===== config.mk =====
export PLATFORM = sky130hd
export DESIGN_NAME = adc_sar_seq
export DESIGN_NICKNAME = d
export VERILOG_FILES = /design/src/rtl/adc_seq_pkg.sv /design/src/rtl/adc_seq_ctrl.sv /design/src/rtl/adc_seq_approx.sv /design/src/rtl/adc_seq_out.sv /design/src/rtl/adc_sar_seq.sv
export SDC_FILE = /design/constraint.sdc
export NUM_CORES = 1
export LEC_CHECK = 0
export BUFFER_PORTS_ARGS = -buffer_cell sky130_fd_sc_hd__buf_2
export CAP_MARGIN = 25
export CELL_PAD_IN_SITES_DETAIL_PLACEMENT = 1
export CELL_PAD_IN_SITES_GLOBAL_PLACEMENT = 1
export CORE_MARGIN = 2
export CORE_UTILIZATION = 52
export CTS_BUF_LIST = sky130_fd_sc_hd__clkbuf_8
export DETAILED_ROUTE_END_ITERATION = 7
export GPL_TIMING_DRIVEN = 0
export HOLD_SLACK_MARGIN = 0.15
export PLACE_DENSITY_LB_ADDON = 0.1
export SLEW_MARGIN = 40
export SYNTH_ARGS = -nofsm -noshare
export SYNTH_HDL_FRONTEND = slang
export SYNTH_SLANG_ARGS = --single-unit

===== constraint.sdc =====
create_clock -name clk_i -period 3.5 [get_ports clk_i]
set_input_delay 0.525 -clock clk_i [delete_from_list [all_inputs] [get_ports clk_i]]
set_output_delay 0.525 -clock clk_i [all_outputs]
set_load 0.05 [all_outputs]

===== src/rtl/adc_seq_pkg.sv =====
`timescale 1ns/1ps
package adc_seq_pkg;
  typedef enum logic [1:0] {
    ST_IDLE   = 2'd0,
    ST_CONV   = 2'd1,
    ST_PDN    = 2'd2,
    ST_REPLAY = 2'd3
  } seq_state_e;
endpackage


===== src/rtl/adc_seq_ctrl.sv =====
`timescale 1ns/1ps
module adc_seq_ctrl
  import adc_seq_pkg::*;
#(
  parameter int RES_W = 12,
  parameter int CNT_W = $clog2(2 * RES_W + 2)
) (
  input  logic             clk_i,
  input  logic             rst_ni,
  input  logic             conv_i,
  output seq_state_e       state_o,
  output logic [CNT_W-1:0] cnt_o,
  output logic             conv_q_o,
  output logic             pwr_o,
  output logic             start_o,
  output logic             step_o
);
  localparam int LAST_CLK   = RES_W + 1;
  localparam int REPLAY_END = 2 * RES_W + 1;

  seq_state_e       state_q;
  logic [CNT_W-1:0] cnt_q, nxt;
  logic             hi_q, pwr_q, pd_end_q, conv_q;
  logic             in_conv, abort;

  assign nxt     = cnt_q + CNT_W'(1);
  assign in_conv = nxt <= CNT_W'(LAST_CLK);
  assign abort   = hi_q && !conv_i;
  assign start_o = (state_q == ST_IDLE) && conv_q && !conv_i;
  assign step_o  = (state_q == ST_CONV) && !pd_end_q && in_conv && !abort;

  always_ff @(posedge clk_i or negedge rst_ni) begin
    if (!rst_ni) begin
      state_q  <= ST_IDLE;
      cnt_q    <= '0;
      hi_q     <= 1'b0;
      pwr_q    <= 1'b0;
      pd_end_q <= 1'b0;
      conv_q   <= 1'b0;
    end else begin
      conv_q <= conv_i;
      case (state_q)
        ST_IDLE: if (start_o) begin
          state_q <= ST_CONV;
          cnt_q   <= CNT_W'(1);
          hi_q    <= 1'b0;
        end
        ST_CONV: begin
          if (conv_i) hi_q <= 1'b1;
          if (pd_end_q) begin
            pd_end_q <= 1'b0;
            state_q  <= conv_i ? ST_IDLE : ST_PDN;
            if (conv_i) pwr_q <= 1'b0;
          end else if (in_conv && abort) begin
            state_q <= ST_PDN;
            pwr_q   <= 1'b1;
          end else if (in_conv) begin
            cnt_q <= nxt;
            if (nxt == CNT_W'(LAST_CLK) && !conv_i) begin
              pwr_q    <= 1'b1;
              pd_end_q <= 1'b1;
            end
          end else if (!conv_i) begin
            state_q <= ST_REPLAY;
            cnt_q   <= nxt;
            pwr_q   <= 1'b1;
          end else begin
            state_q <= ST_IDLE;
          end
        end
        ST_PDN: if (conv_i) begin
          state_q <= ST_IDLE;
          pwr_q   <= 1'b0;
        end
        ST_REPLAY: begin
          if (conv_i) begin
            state_q <= ST_IDLE;
            pwr_q   <= 1'b0;
          end else if (cnt_q != CNT_W'(REPLAY_END)) begin
            cnt_q <= nxt;
          end
        end
        default: state_q <= ST_IDLE;
      endcase
    end
  end

  assign state_o  = state_q;
  assign cnt_o    = cnt_q;
  assign conv_q_o = conv_q;
  assign pwr_o    = pwr_q;

  // power-down is only ever entered on a low convert sample
  assert_pdn_on_low_R10: assert property (@(posedge clk_i) disable iff (!rst_ni)
    $rose(pwr_q) |-> !$past(conv_i));
  // a high convert sample always ends the low-power state
  assert_pdn_exit_R7: assert property (@(posedge clk_i) disable iff (!rst_ni)
    (pwr_q && conv_i) |=> !pwr_q);
  // conversion never runs past the last bit clock
  assert_conv_len_R3: assert property (@(posedge clk_i) disable iff (!rst_ni)
    (state_q == ST_CONV && cnt_q == CNT_W'(LAST_CLK)) |=> (state_q != ST_CONV));
endmodule


===== src/rtl/adc_seq_approx.sv =====
`timescale 1ns/1ps
module adc_seq_approx #(
  parameter int RES_W = 12
) (
  input  logic             clk_i,
  input  logic             rst_ni,
  input  logic             start_i,
  input  logic             step_i,
  input  logic             comp_i,
  output logic [RES_W-1:0] code_o
);
  localparam logic [RES_W-1:0] TOP = {1'b1, {(RES_W-1){1'b0}}};

  logic [RES_W-1:0] u_q, mask_q;

  always_ff @(posedge clk_i or negedge rst_ni) begin
    if (!rst_ni) begin
      u_q    <= '0;
      mask_q <= '0;
    end else if (start_i) begin
      u_q    <= TOP;
      mask_q <= TOP;
    end else if (step_i) begin
      u_q    <= (u_q & ~mask_q) | (comp_i ? mask_q : '0) | (mask_q >> 1);
      mask_q <= mask_q >> 1;
    end
  end

  // offset binary inside, two's complement outside
  assign code_o = {~u_q[RES_W-1], u_q[RES_W-2:0]};

  // decided bits stay fixed
  assert_decided_stable_R4: assert property (@(posedge clk_i) disable iff (!rst_ni)
    step_i |=> (((u_q ^ $past(u_q)) & ~($past(mask_q) | ($past(mask_q) >> 1))) == '0));
endmodule


===== src/rtl/adc_seq_out.sv =====
`timescale 1ns/1ps
module adc_seq_out
  import adc_seq_pkg::*;
#(
  parameter int RES_W = 12,
  parameter int CNT_W = $clog2(2 * RES_W + 2)
) (
  input  logic             clk_i,
  input  logic             rst_ni,
  input  seq_state_e       state_i,
  input  logic [CNT_W-1:0] cnt_i,
  input  logic [RES_W-1:0] code_i,
  output logic             data_o,
  output logic             data_oe_o
);
  localparam int LAST_CLK = RES_W + 1;
  localparam int IDX_W    = $clog2(RES_W);

  logic [CNT_W-1:0] fwd_idx, rev_idx;
  logic             nxt_d, nxt_oe;

  assign fwd_idx = CNT_W'(LAST_CLK) - cnt_i;
  assign rev_idx = cnt_i - CNT_W'(LAST_CLK);

  always_comb begin
    nxt_d  = 1'b0;
    nxt_oe = 1'b0;
    case (state_i)
      ST_CONV: begin
        nxt_oe = 1'b1;
        if (cnt_i != CNT_W'(1)) nxt_d = code_i[fwd_idx[IDX_W-1:0]];
      end
      ST_REPLAY: begin
        nxt_oe = 1'b1;
        if (cnt_i <= CNT_W'(2 * RES_W)) nxt_d = code_i[rev_idx[IDX_W-1:0]];
      end
      default: ;
    endcase
  end

  // launch on the falling edge, receiver samples on the rising edge
  always_ff @(negedge clk_i or negedge rst_ni) begin
    if (!rst_ni) begin
      data_o    <= 1'b0;
      data_oe_o <= 1'b0;
    end else begin
      data_o    <= nxt_d;
      data_oe_o <= nxt_oe;
    end
  end
endmodule


===== src/rtl/adc_sar_seq.sv =====
`timescale 1ns/1ps
module adc_sar_seq
  import adc_seq_pkg::*;
#(
  parameter int RES_W = 12
) (
  input  logic             clk_i,
  input  logic             rst_ni,
  input  logic             conv_i,
  input  logic             comp_i,
  output logic [RES_W-1:0] trial_o,
  output logic             data_o,
  output logic             data_oe_o,
  output logic             hold_o,
  output logic             pwr_dn_o
);
  localparam int CNT_W = $clog2(2 * RES_W + 2);

  seq_state_e       state;
  logic [CNT_W-1:0] cnt;
  logic             conv_q, start, step;
  logic [RES_W-1:0] code;

  adc_seq_ctrl #(.RES_W(RES_W), .CNT_W(CNT_W)) u_ctrl (
    .clk_i    (clk_i),
    .rst_ni   (rst_ni),
    .conv_i   (conv_i),
    .state_o  (state),
    .cnt_o    (cnt),
    .conv_q_o (conv_q),
    .pwr_o    (pwr_dn_o),
    .start_o  (start),
    .step_o   (step)
  );

  adc_seq_approx #(.RES_W(RES_W)) u_approx (
    .clk_i   (clk_i),
    .rst_ni  (rst_ni),
    .start_i (start),
    .step_i  (step),
    .comp_i  (comp_i),
    .code_o  (code)
  );

  adc_seq_out #(.RES_W(RES_W), .CNT_W(CNT_W)) u_out (
    .clk_i     (clk_i),
    .rst_ni    (rst_ni),
    .state_i   (state),
    .cnt_i     (cnt),
    .code_i    (code),
    .data_o    (data_o),
    .data_oe_o (data_oe_o)
  );

  assign trial_o = code;

  // track/hold follows convert without waiting for the clock
  always_comb begin
    case (state)
      ST_IDLE: hold_o = conv_q & ~conv_i;
      ST_CONV: hold_o = 1'b1;
      default: hold_o = ~conv_i;
    endcase
  end

  assert_sample_powered_R2: assert property (@(posedge clk_i) disable iff (!rst_ni)
    !hold_o |=> !pwr_dn_o);
endmodule


==> impl_metrics.toml, run 1 <==
[status]
status = "finished with violations"
violations = "setup timing"

[layout]
nets = 285
area_growth_pct = 18.7
drive_gt1_share_pct = 27.7
diodes = 0
final_util_pct = 63.2
num-fill-cells = 496

[worst_setup_path]
crit_arrival_ns = 2.23
cp.required_ns = 1.90
crit_family = "multiplexers"
endpoint_kind = "flop"
crit_path_start_kind = "flop"
r2r_slack_ns = -0.34
setup.worst_path.start = "u_ctrl.cnt_o[0]$_DFFE_PN0P_"
cp_num_buf_inv = 2
crit_slowest_cell = "dfrtp_1"
cpPeakStageDelay_ns = 0.40
r2r-start = "u_ctrl.cnt_o[0]$_DFFE_PN0P_"
reg2reg_depth = 8
rr_endpoint = "u_out.data_o$_DFF_NN0_"
crit_chain = "buf_8 > clkinvlp_4 > ha_4 > xnor2_4 > mux4_2 > mux2i_1 > o21ai_1 > a22o_1"
cp_max_fo = 4
critPathKind = "reg -> reg"

[cts]
clockRootBuffer = "clkbuf_8"
cts.sinks = 37
cts.path.max_buffers = 2
cts_tree = "yes"
insertion_delay_ns = 0.30
h-tree-depth = 2
path_clk_slew_ns = 0.09
cts_buffers = 5

[detailed_routing]
drc = 0
vias = 1984
antenna_left = 0
firstDrtPassIters = 4
drt-initial-drc-count = 105
wire_per_inst_um = 20.9
viasPerCell = 6.09
wirelength_um = 6800

[floorplanning]
core_area_mm2 = 0.00429
pin_count = 20
initial_core_util_pct = 53.3
dieArea_mm2 = 0.00494
rows = 24
die_h_um = 70.3
fp.dieW_um = 70.3

[synthesis]
syn-num-nets = 250
synth_edf_count = 0
syn_area_per_cell_um2 = 9.61
yosys.cell_types.count = 44
syn_area_mm2 = 0.00229
synthCells = 238
ys_ff_latch = 37
synth.area.top_cells = "dfrtp_1 (38%), mux4_2 (5.9%), nand2_1 (4.6%)"
synthFlopType = "dfrtp_1"
async_flop_share_pct = 100
yosysWarnings = 0
yosysTopAreaCell = "dfrtp_1"
synth_top_cell_area_share_pct = 38.3
yosysSeqAreaShare_pct = 40.5

[global_route]
grtUsageTotal_pct = 28.9
first_global_vias = 2050
grt_overflow_total = 0
grt_max_degree = 24
antenna_found_initial = 0
grt_pass1_wl_um = 10800

[sta]
fin_tns_setup_ns = -0.336
hold_violations = 0
setup_viol_count_final = 1
skew_ns = 0.0167
relSlewSlack_pct = 58.9
drv_slew = 0
worst_pin_slew_ns = 0.612
rsz0062_at_grt = "yes"
finalWorstSetupSlack_ns = -0.336

[power_and_ir_drop]
powerDensity_mw_per_mm2 = 904
total_power_uw = 2450
peakVddDrop_mv = 0.461
p_leak_uw = 0.00123

[place]
hpwl_um = 4360
gp_congestion = 0.766
io_buffer_count = 19

[min_path]
holdPathStages = 1
min_from = "conv_i"
hold_end = "u_ctrl.conv_q_o$_DFF_PN0_"
worst_hold_path_type = "in -> reg"

[flow_run]
max_cap_violations = 0
## flip-flops by register name, indices dropped and copies added, names as in the netlist, 2 cells and up
signal / flops
u_approx.u_q: 12
u_approx.mask_q: 12
u_ctrl.state_o: 2
u_ctrl.cnt_o: 5
## power breakdown
group          internal (uW)  leakage, uW  total [uW]  switching (uW)
combinational            544     0.000674        1360             817
sequential               550     0.000489         700             149
clock                    230    0.0000626         394             164
total                   1320      0.00123        2450            1130
## through the flow
step           std cells  worst slack [ns]  cell area (um2)  hold slack (ns)
5_1_grt              326            -0.360             2720            0.347
3_3_place_gp         309            -0.379             2470            0.471
4_1_cts              324            -0.205             2700            0.338
2_1_floorplan        238            -0.169             2310            0.229
6_report             326            -0.336             2720            0.349
3_5_place_dp         310            -0.453             2500            0.471
## layout make-up
type | instances | area [um2] | share of cell area, %
clock inverters | 2 | 33.8 | 1.24
inverters | 17 | 67.6 | 2.49
repair buffers | 28 | 185 | 6.82
well taps | 52 | 65.1 | 2.40
clock buffers | 6 | 82.6 | 3.04
multi-input cells | 158 | 1170 | 43.3
plain buffers | 26 | 179 | 6.59
flip-flops and latches | 37 | 927 | 34.1
## synthesized netlist by cell type, types with 2 or more instances
cell type	count
dfrtn_1	2
o21ai_0	11
a22o_1	3
mux4_2	6
nor3_1	5
nor4_1	4
nor4b_1	2
clkbuf_1	5
inv_1	17
nand2_1	28
a21oi_1	14
buf_4	13
dfrtp_1	35
xnor2_1	5
nor2_1	18
buf_6	2
a31oi_1	10
buf_2	5
o31ai_1	3
ha_1	8
nand3_1	8
a2bb2oi_1	8
mux2i_1	4
nand3b_1	2
## how the worst max path moves through the flow
stage,end,slack (ns),depth (start not counted)
3_3_place_gp,u_out.data_o$_DFF_NN0_,-0.38,7
2_1_floorplan,u_out.data_o$_DFF_NN0_,-0.17,8
4_1_cts,u_out.data_o$_DFF_NN0_,-0.20,8
3_5_place_dp,u_out.data_o$_DFF_NN0_,-0.45,8
6_report,u_out.data_o$_DFF_NN0_,-0.34,8
5_1_grt,u_out.data_o$_DFF_NN0_,-0.36,8
## worst reg2reg max path: cells and delay by family (launching register included)
kind | cells | cell delay (ns)
muxes | 2 | 0.53
DFF | 1 | 0.40
AOI/OAI and AO/OA | 2 | 0.37
buffers and inverters | 2 | 0.25
adders and majority gates | 1 | 0.21
xor gates and xnor gates | 1 | 0.16
## cell usage in the layout, fill, tap and decap left out, drive strengths merged, types with 6 or more instances in the layout
cell type	n
buf	47
mux4	6
ha	8
clkbuf	12
inv	17
nand2	28
dfrtp	35
a31oi	10
a21oi	14
o21ai	11
a2bb2oi	8
nor2	19
nand3	8
## logic make-up after synthesis
| family | share of synthesized area, % |
|---|---|
| XOR/XNOR | 1.91 |
| AND/OR/NAND/NOR | 17.4 |
| multiplexers | 7.66 |
| buffers and inverters | 10.2 |
| adder cells (fa/ha/maj) | 4.38 |
| AO/OA/AOI/OAI | 18.0 |
| flip-flops | 40.5 |
## layer usage
metal	track usage (%)	part of all wire, %
met5	0	0
met4	13.2	3.9
met3	5.63	4.0
met2	46.5	49
met1	37.4	43
## what timing repair did
action                     CTS  global route
hold buffers                 1             0
setup endpoints to repair    1             1
resized for setup            8             1
pin swaps                    1             1
setup buffers                5             2
hold endpoints to repair     4             0
(Power assumes the default switching activity.)
==> inputs of run 2 (changes only) <==
--- a/config.mk
+++ b/config.mk
@@ -7,15 +7,13 @@
 export LEC_CHECK = 0
 export BUFFER_PORTS_ARGS = -buffer_cell sky130_fd_sc_hd__buf_2
 export CAP_MARGIN = 25
-export CELL_PAD_IN_SITES_DETAIL_PLACEMENT = 1
-export CELL_PAD_IN_SITES_GLOBAL_PLACEMENT = 1
 export CORE_MARGIN = 2
-export CORE_UTILIZATION = 52
+export CORE_UTILIZATION = 60
 export CTS_BUF_LIST = sky130_fd_sc_hd__clkbuf_8
 export DETAILED_ROUTE_END_ITERATION = 7
 export GPL_TIMING_DRIVEN = 0
 export HOLD_SLACK_MARGIN = 0.15
-export PLACE_DENSITY_LB_ADDON = 0.1
+export PLACE_DENSITY = 0.8
 export SLEW_MARGIN = 40
 export SYNTH_ARGS = -nofsm -noshare
 export SYNTH_HDL_FRONTEND = slang
==> run 2 against run 1 <==
Compared with the run above: the run still ends with setup timing left; register-to-register slack improved by 0.20 ns; total power shrank 3.7%; routed wire length fell by 21%; final cell count decreased by 2.8%; clock power barely moved; setup slack improved by 0.20 ns; cell area down 1.9%; non-clock buffer count down 5; combinational power down 6%.
==> impl_metrics.toml, run 2 (synthesized netlist as in run 1, its figures left out) <==
[place]
pre_cts_slack_ns = -0.368
gp_congestion = 0.856
hpwl_um = 3530
io_buffer_count = 19
dp_cells = 305

[global_route]
grt_pass1_wl_um = 8790
grt_overflow_total = 0
antenna_found_initial = 0
grtUsageTotal_pct = 27.1
grt_max_degree = 38
first_global_vias = 1778

[power_and_ir_drop]
total_power_uw = 2360
peakVddDrop_mv = 0.473
p_leak_uw = 0.00119
powerDensity_mw_per_mm2 = 888

[sta]
skew_ns = 0.00827
hold_violations = 0
relSlewSlack_pct = 58.0
finalWorstSetupSlack_ns = -0.135
whs_ns = 0.180
setup_viol_count_final = 1
worst_pin_slew_ns = 0.626
rsz0062_at_grt = "yes"
drv_slew = 0
fin_tns_setup_ns = -0.135

[layout]
diodes = 0
final_cells = 317
drive_gt1_share_pct = 27.1
layout_commonest_cell = "dfrtp_1"
layout_common_cells = "dfrtp_1 (34), nand2_1 (28), buf_2 (22), nor2_1 (18), buf_4 (17)"
area_growth_pct = 16.4
nets = 280

[worst_setup_path]
crit_family = "multiplexers"
critPathKind = "reg -> reg"
endpoint_kind = "flop"
crit_slowest_cell = "dfrtp_1"
cp_num_buf_inv = 2
crit_path_start_kind = "flop"
cpPeakStageDelay_ns = 0.38
crit_chain = "buf_8 > clkinvlp_4 > ha_4 > xnor2_4 > mux4_2 > mux2i_1 > o21ai_1 > a22o_1"
cp.required_ns = 1.90
r2r_slack_ns = -0.14
cp_max_fo = 3
crit_arrival_ns = 2.03

[detailed_routing]
drc = 0
vias = 1878
firstDrtPassIters = 5
wirelength_um = 5350
viasPerCell = 5.92
drt-initial-drc-count = 139
wire_per_inst_um = 16.9
antenna_left = 0

[floorplanning]
core_area_mm2 = 0.00366
die_h_um = 65.7
initial_core_util_pct = 62.5
rows = 22
fp.dieW_um = 65.7
dieArea_mm2 = 0.00432
pin_count = 20

[cts]
h-tree-depth = 2
cts_tree = "yes"
cts.path.max_buffers = 2
cts.sinks = 37
cts_buffers = 5
clockRootBuffer = "clkbuf_8"
path_clk_slew_ns = 0.08
insertion_delay_ns = 0.29

[status]
status = "finished with violations"
violations = "setup timing"

[flow_run]
max_cap_violations = 0

[min_path]
worst_hold_path_type = "in -> async"
==> run 2: final cells by class <==
class	count	area [um2]
Buffer	26	179
Clock buffer	6	82.6
Clock inverter	2	37.5
Fill cell	286	998
Inverter	17	70.1
Multi-Input combinational cell	158	1170
Sequential cell	37	927
Tap cell	48	60.1
Timing Repair Buffer	23	131
==> run 2: through the flow <==
step / area (um2) / util, %
after global placement: 2470 / 67.4
final: 2660 / 72.7
after floorplan: 2310 / -
after CTS: 2640 / 72.0
after global routing: 2660 / 72.7
after detailed placement: 2470 / 67.4
==> run 2: routing by layer <==
| layer | wire (um) | up-vias | GRT usage, % |
|---|---|---|---|
| li1 | - | 900 | - |
| met3 | 316 | 14 | 5.14 |
| met1 | 2290 | 902 | 35.7 |
| met5 | 0 | - | 0 |
| met2 | 2630 | 62 | 43.8 |
| met4 | 111 | 0 | 11.5 |
==> run 2: power by group <==
part	internal, uW	switching, uW
Sequential	550	138
Combinational	526	757
Clock	232	161
Total	1310	1060
==> run 2: final timing paths <==
path,startpoint,endpoint,cells after the start
worst max-delay path,u_ctrl.cnt_o[0]$_DFFE_PN0P_,u_out.data_o$_DFF_NN0_,8
worst min-delay path,rst_ni,u_ctrl.pd_end_q$_DFFE_PN0P_,1
worst max register to register,u_ctrl.cnt_o[0]$_DFFE_PN0P_,u_out.data_o$_DFF_NN0_,8
worst min register to register,u_approx.mask_q[0]$_DFFE_PN0P_,u_approx.u_q[0]$_DFFE_PN0P_,1
max in group asynchronous,rst_ni,u_out.data_o$_DFF_NN0_,1
min in group clk_i,conv_i,u_ctrl.conv_q_o$_DFF_PN0_,1
==> run 2: what timing repair did <==
item                       in CTS  in global routing
cloned                          0                  0
resized for setup               7                  4
setup endpoints to repair       1                  1
hold buffers                    0                  0
setup buffers                   4                  0
==> run 2: worst register-to-register path: stages, from the launching register on <==
cell and delay [ns]:
dfrtp_1 0.38, buf_8 0.12, clkinvlp_4 0.12, ha_4 0.20
xnor2_4 0.15, mux4_2 0.31, mux2i_1 0.15, o21ai_1 0.07
a22o_1 0.23
==> inputs of run 3 (changes only) <==
--- a/config.mk
+++ b/config.mk
@@ -9,7 +9,7 @@
 export CAP_MARGIN = 25
 export CORE_MARGIN = 2
 export CORE_UTILIZATION = 60
-export CTS_BUF_LIST = sky130_fd_sc_hd__clkbuf_8
+export CTS_BUF_LIST = sky130_fd_sc_hd__clkbuf_16
 export DETAILED_ROUTE_END_ITERATION = 7
 export GPL_TIMING_DRIVEN = 0
 export HOLD_SLACK_MARGIN = 0.15
==> run 3 against run 2 <==
Compared with the run above: the run still ends with setup timing left; largest cell class unchanged; routed wire length barely moved; worst hold slack improved by 0.025 ns; sequential share of layout area decreased by 0.50 points; combinational power hardly changed; critical path depth unchanged; total power increased by 4.4%; largest power group unchanged; cell area grew 1.5%.
==> impl_metrics.toml, run 3 (synthesized netlist as in run 1, its figures left out) <==
[sta]
skew_ns = 0.0243
setup_viol_count_final = 1
finalWorstSetupSlack_ns = -0.102
rsz0062_at_grt = "yes"
whs_ns = 0.205
hold_violations = 0
worst_pin_slew_ns = 0.602
fin_tns_setup_ns = -0.102
relSlewSlack_pct = 59.6
drv_slew = 0

[global_route]
grt_pass1_wl_um = 8840
grt_overflow_total = 0
first_global_vias = 1803
antenna_found_initial = 0
grt_max_degree = 38
grtUsageTotal_pct = 27.2

[detailed_routing]
drt-initial-drc-count = 165
wirelength_um = 5350
drc = 0
viasPerCell = 5.86
vias = 1859
firstDrtPassIters = 4
antenna_left = 0
wire_per_inst_um = 16.9

[cts]
ctsHoldBuffers = 0
clockRootBuffer = "clkbuf_16"
path_clk_slew_ns = 0.06
insertion_delay_ns = 0.30
cts_buffers = 5
cts.sinks = 37
cts_tree = "yes"
cts.path.max_buffers = 2
h-tree-depth = 2

[place]
hpwl_um = 3530
dpl-instance-area_mm2 = 0.00247
io_buffer_count = 19
dp_cells = 305
gp_congestion = 0.856

[layout]
layout_commonest_cell = "dfrtp_1"
drive_gt1_share_pct = 26.8
diodes = 0
final_cells = 317
fin_area_mm2 = 0.00270
nets = 280
num-fill-cells = 268
area_growth_pct = 18.1
final_util_pct = 73.8
layout_common_cells = "dfrtp_1 (34), nand2_1 (28), buf_2 (22), nor2_1 (18), buf_4 (18)"

[worst_setup_path]
critPathKind = "reg -> reg"
r2r_slack_ns = -0.10
endpoint_kind = "flop"
crit_arrival_ns = 2.00
crit_path_start_kind = "flop"
cp.required_ns = 1.90
cp_max_fo = 3

[flow_run]
max_cap_violations = 0

[floorplanning]
rows = 22
core_area_mm2 = 0.00366
initial_core_util_pct = 62.5
fp.dieW_um = 65.7
dieArea_mm2 = 0.00432
die_h_um = 65.7
pin_count = 20

[power_and_ir_drop]
p_leak_uw = 0.00121
powerDensity_mw_per_mm2 = 913
peakVddDrop_mv = 0.446

[min_path]
worst_hold_path_type = "in -> async"

[status]
status = "finished with violations"
violations = "setup timing"
[run 3: cell types whose count changed in the layout (fill, tap and decap cells not counted), sizes merged]
cell / previous run / this run
clkinv: 0 / 1
clkbuf: 12 / 11
[run 3: path summary, 6_finish.rpt]
| kind | startpoint | to | cells after the start |
|---|---|---|---|
| worst min register to register | u_approx.mask_q[0]$_DFFE_PN0P_ | u_approx.u_q[0]$_DFFE_PN0P_ | 1 |
| worst max register to register | u_ctrl.cnt_o[0]$_DFFE_PN0P_ | u_out.data_o$_DFF_NN0_ | 8 |
| max in group asynchronous | rst_ni | u_out.data_o$_DFF_NN0_ | 1 |
| worst min-delay path | rst_ni | u_ctrl.pwr_o$_DFFE_PN0P_ | 1 |
| worst max-delay path | u_ctrl.cnt_o[0]$_DFFE_PN0P_ | u_out.data_o$_DFF_NN0_ | 8 |
| min in group clk_i | conv_i | u_ctrl.conv_q_o$_DFF_PN0_ | 1 |
[run 3: worst max-delay path, stage by stage, from the launching register on]
cell,delay (ns)
dfrtp_1,0.36
buf_6,0.12
clkinvlp_4,0.12
ha_4,0.20
xnor2_4,0.16
mux4_2,0.31
mux2i_1,0.15
o21ai_1,0.08
a22o_1,0.23
[run 3: through the flow]
stage / total power (uW) / setup WS [ns]
finish: 2470 / -0.102
global route: 2610 / -0.165
CTS: 2440 / -0.108
detailed placement: 1870 / -0.368
global placement: 1840 / -0.353
floorplan: 1620 / -0.169
[run 3: timing repair]
| item | in CTS | in global routing |
|---|---|---|
| buffers inserted | 4 | 0 |
| endpoints found under the setup margin | 1 | 1 |
| gates resized for setup | 6 | 3 |
[run 3: layout make-up]
class | count | area (um2) | share of cell area [%]
multi-input combinational | 158 | 1170 | 43.5
sequential | 37 | 927 | 34.3
buffer | 26 | 175 | 6.48
timing repair buffer | 23 | 128 | 4.72
clock buffer | 5 | 125 | 4.63
inverter | 17 | 70.1 | 2.59
tap | 48 | 60.1 | 2.22
clock inverter | 3 | 41.3 | 1.53
[run 3: power breakdown]
part	internal [uW]	switching [uW]	leakage (uW)	total (uW)
Sequential	551	139	0.000489	690
Clock	333	168	0.0000775	502
Combinational	520	755	0.000642	1270
Total	1400	1060	0.00121	2470
[run 3: layer usage]
metal  up-vias  track usage, %  wire length, um
met5         -               0                0
met4         0            6.77               74
met3        10            5.14              225
met2        49            46.0             2670
met1       906            36.0             2380
li1        894               -                -
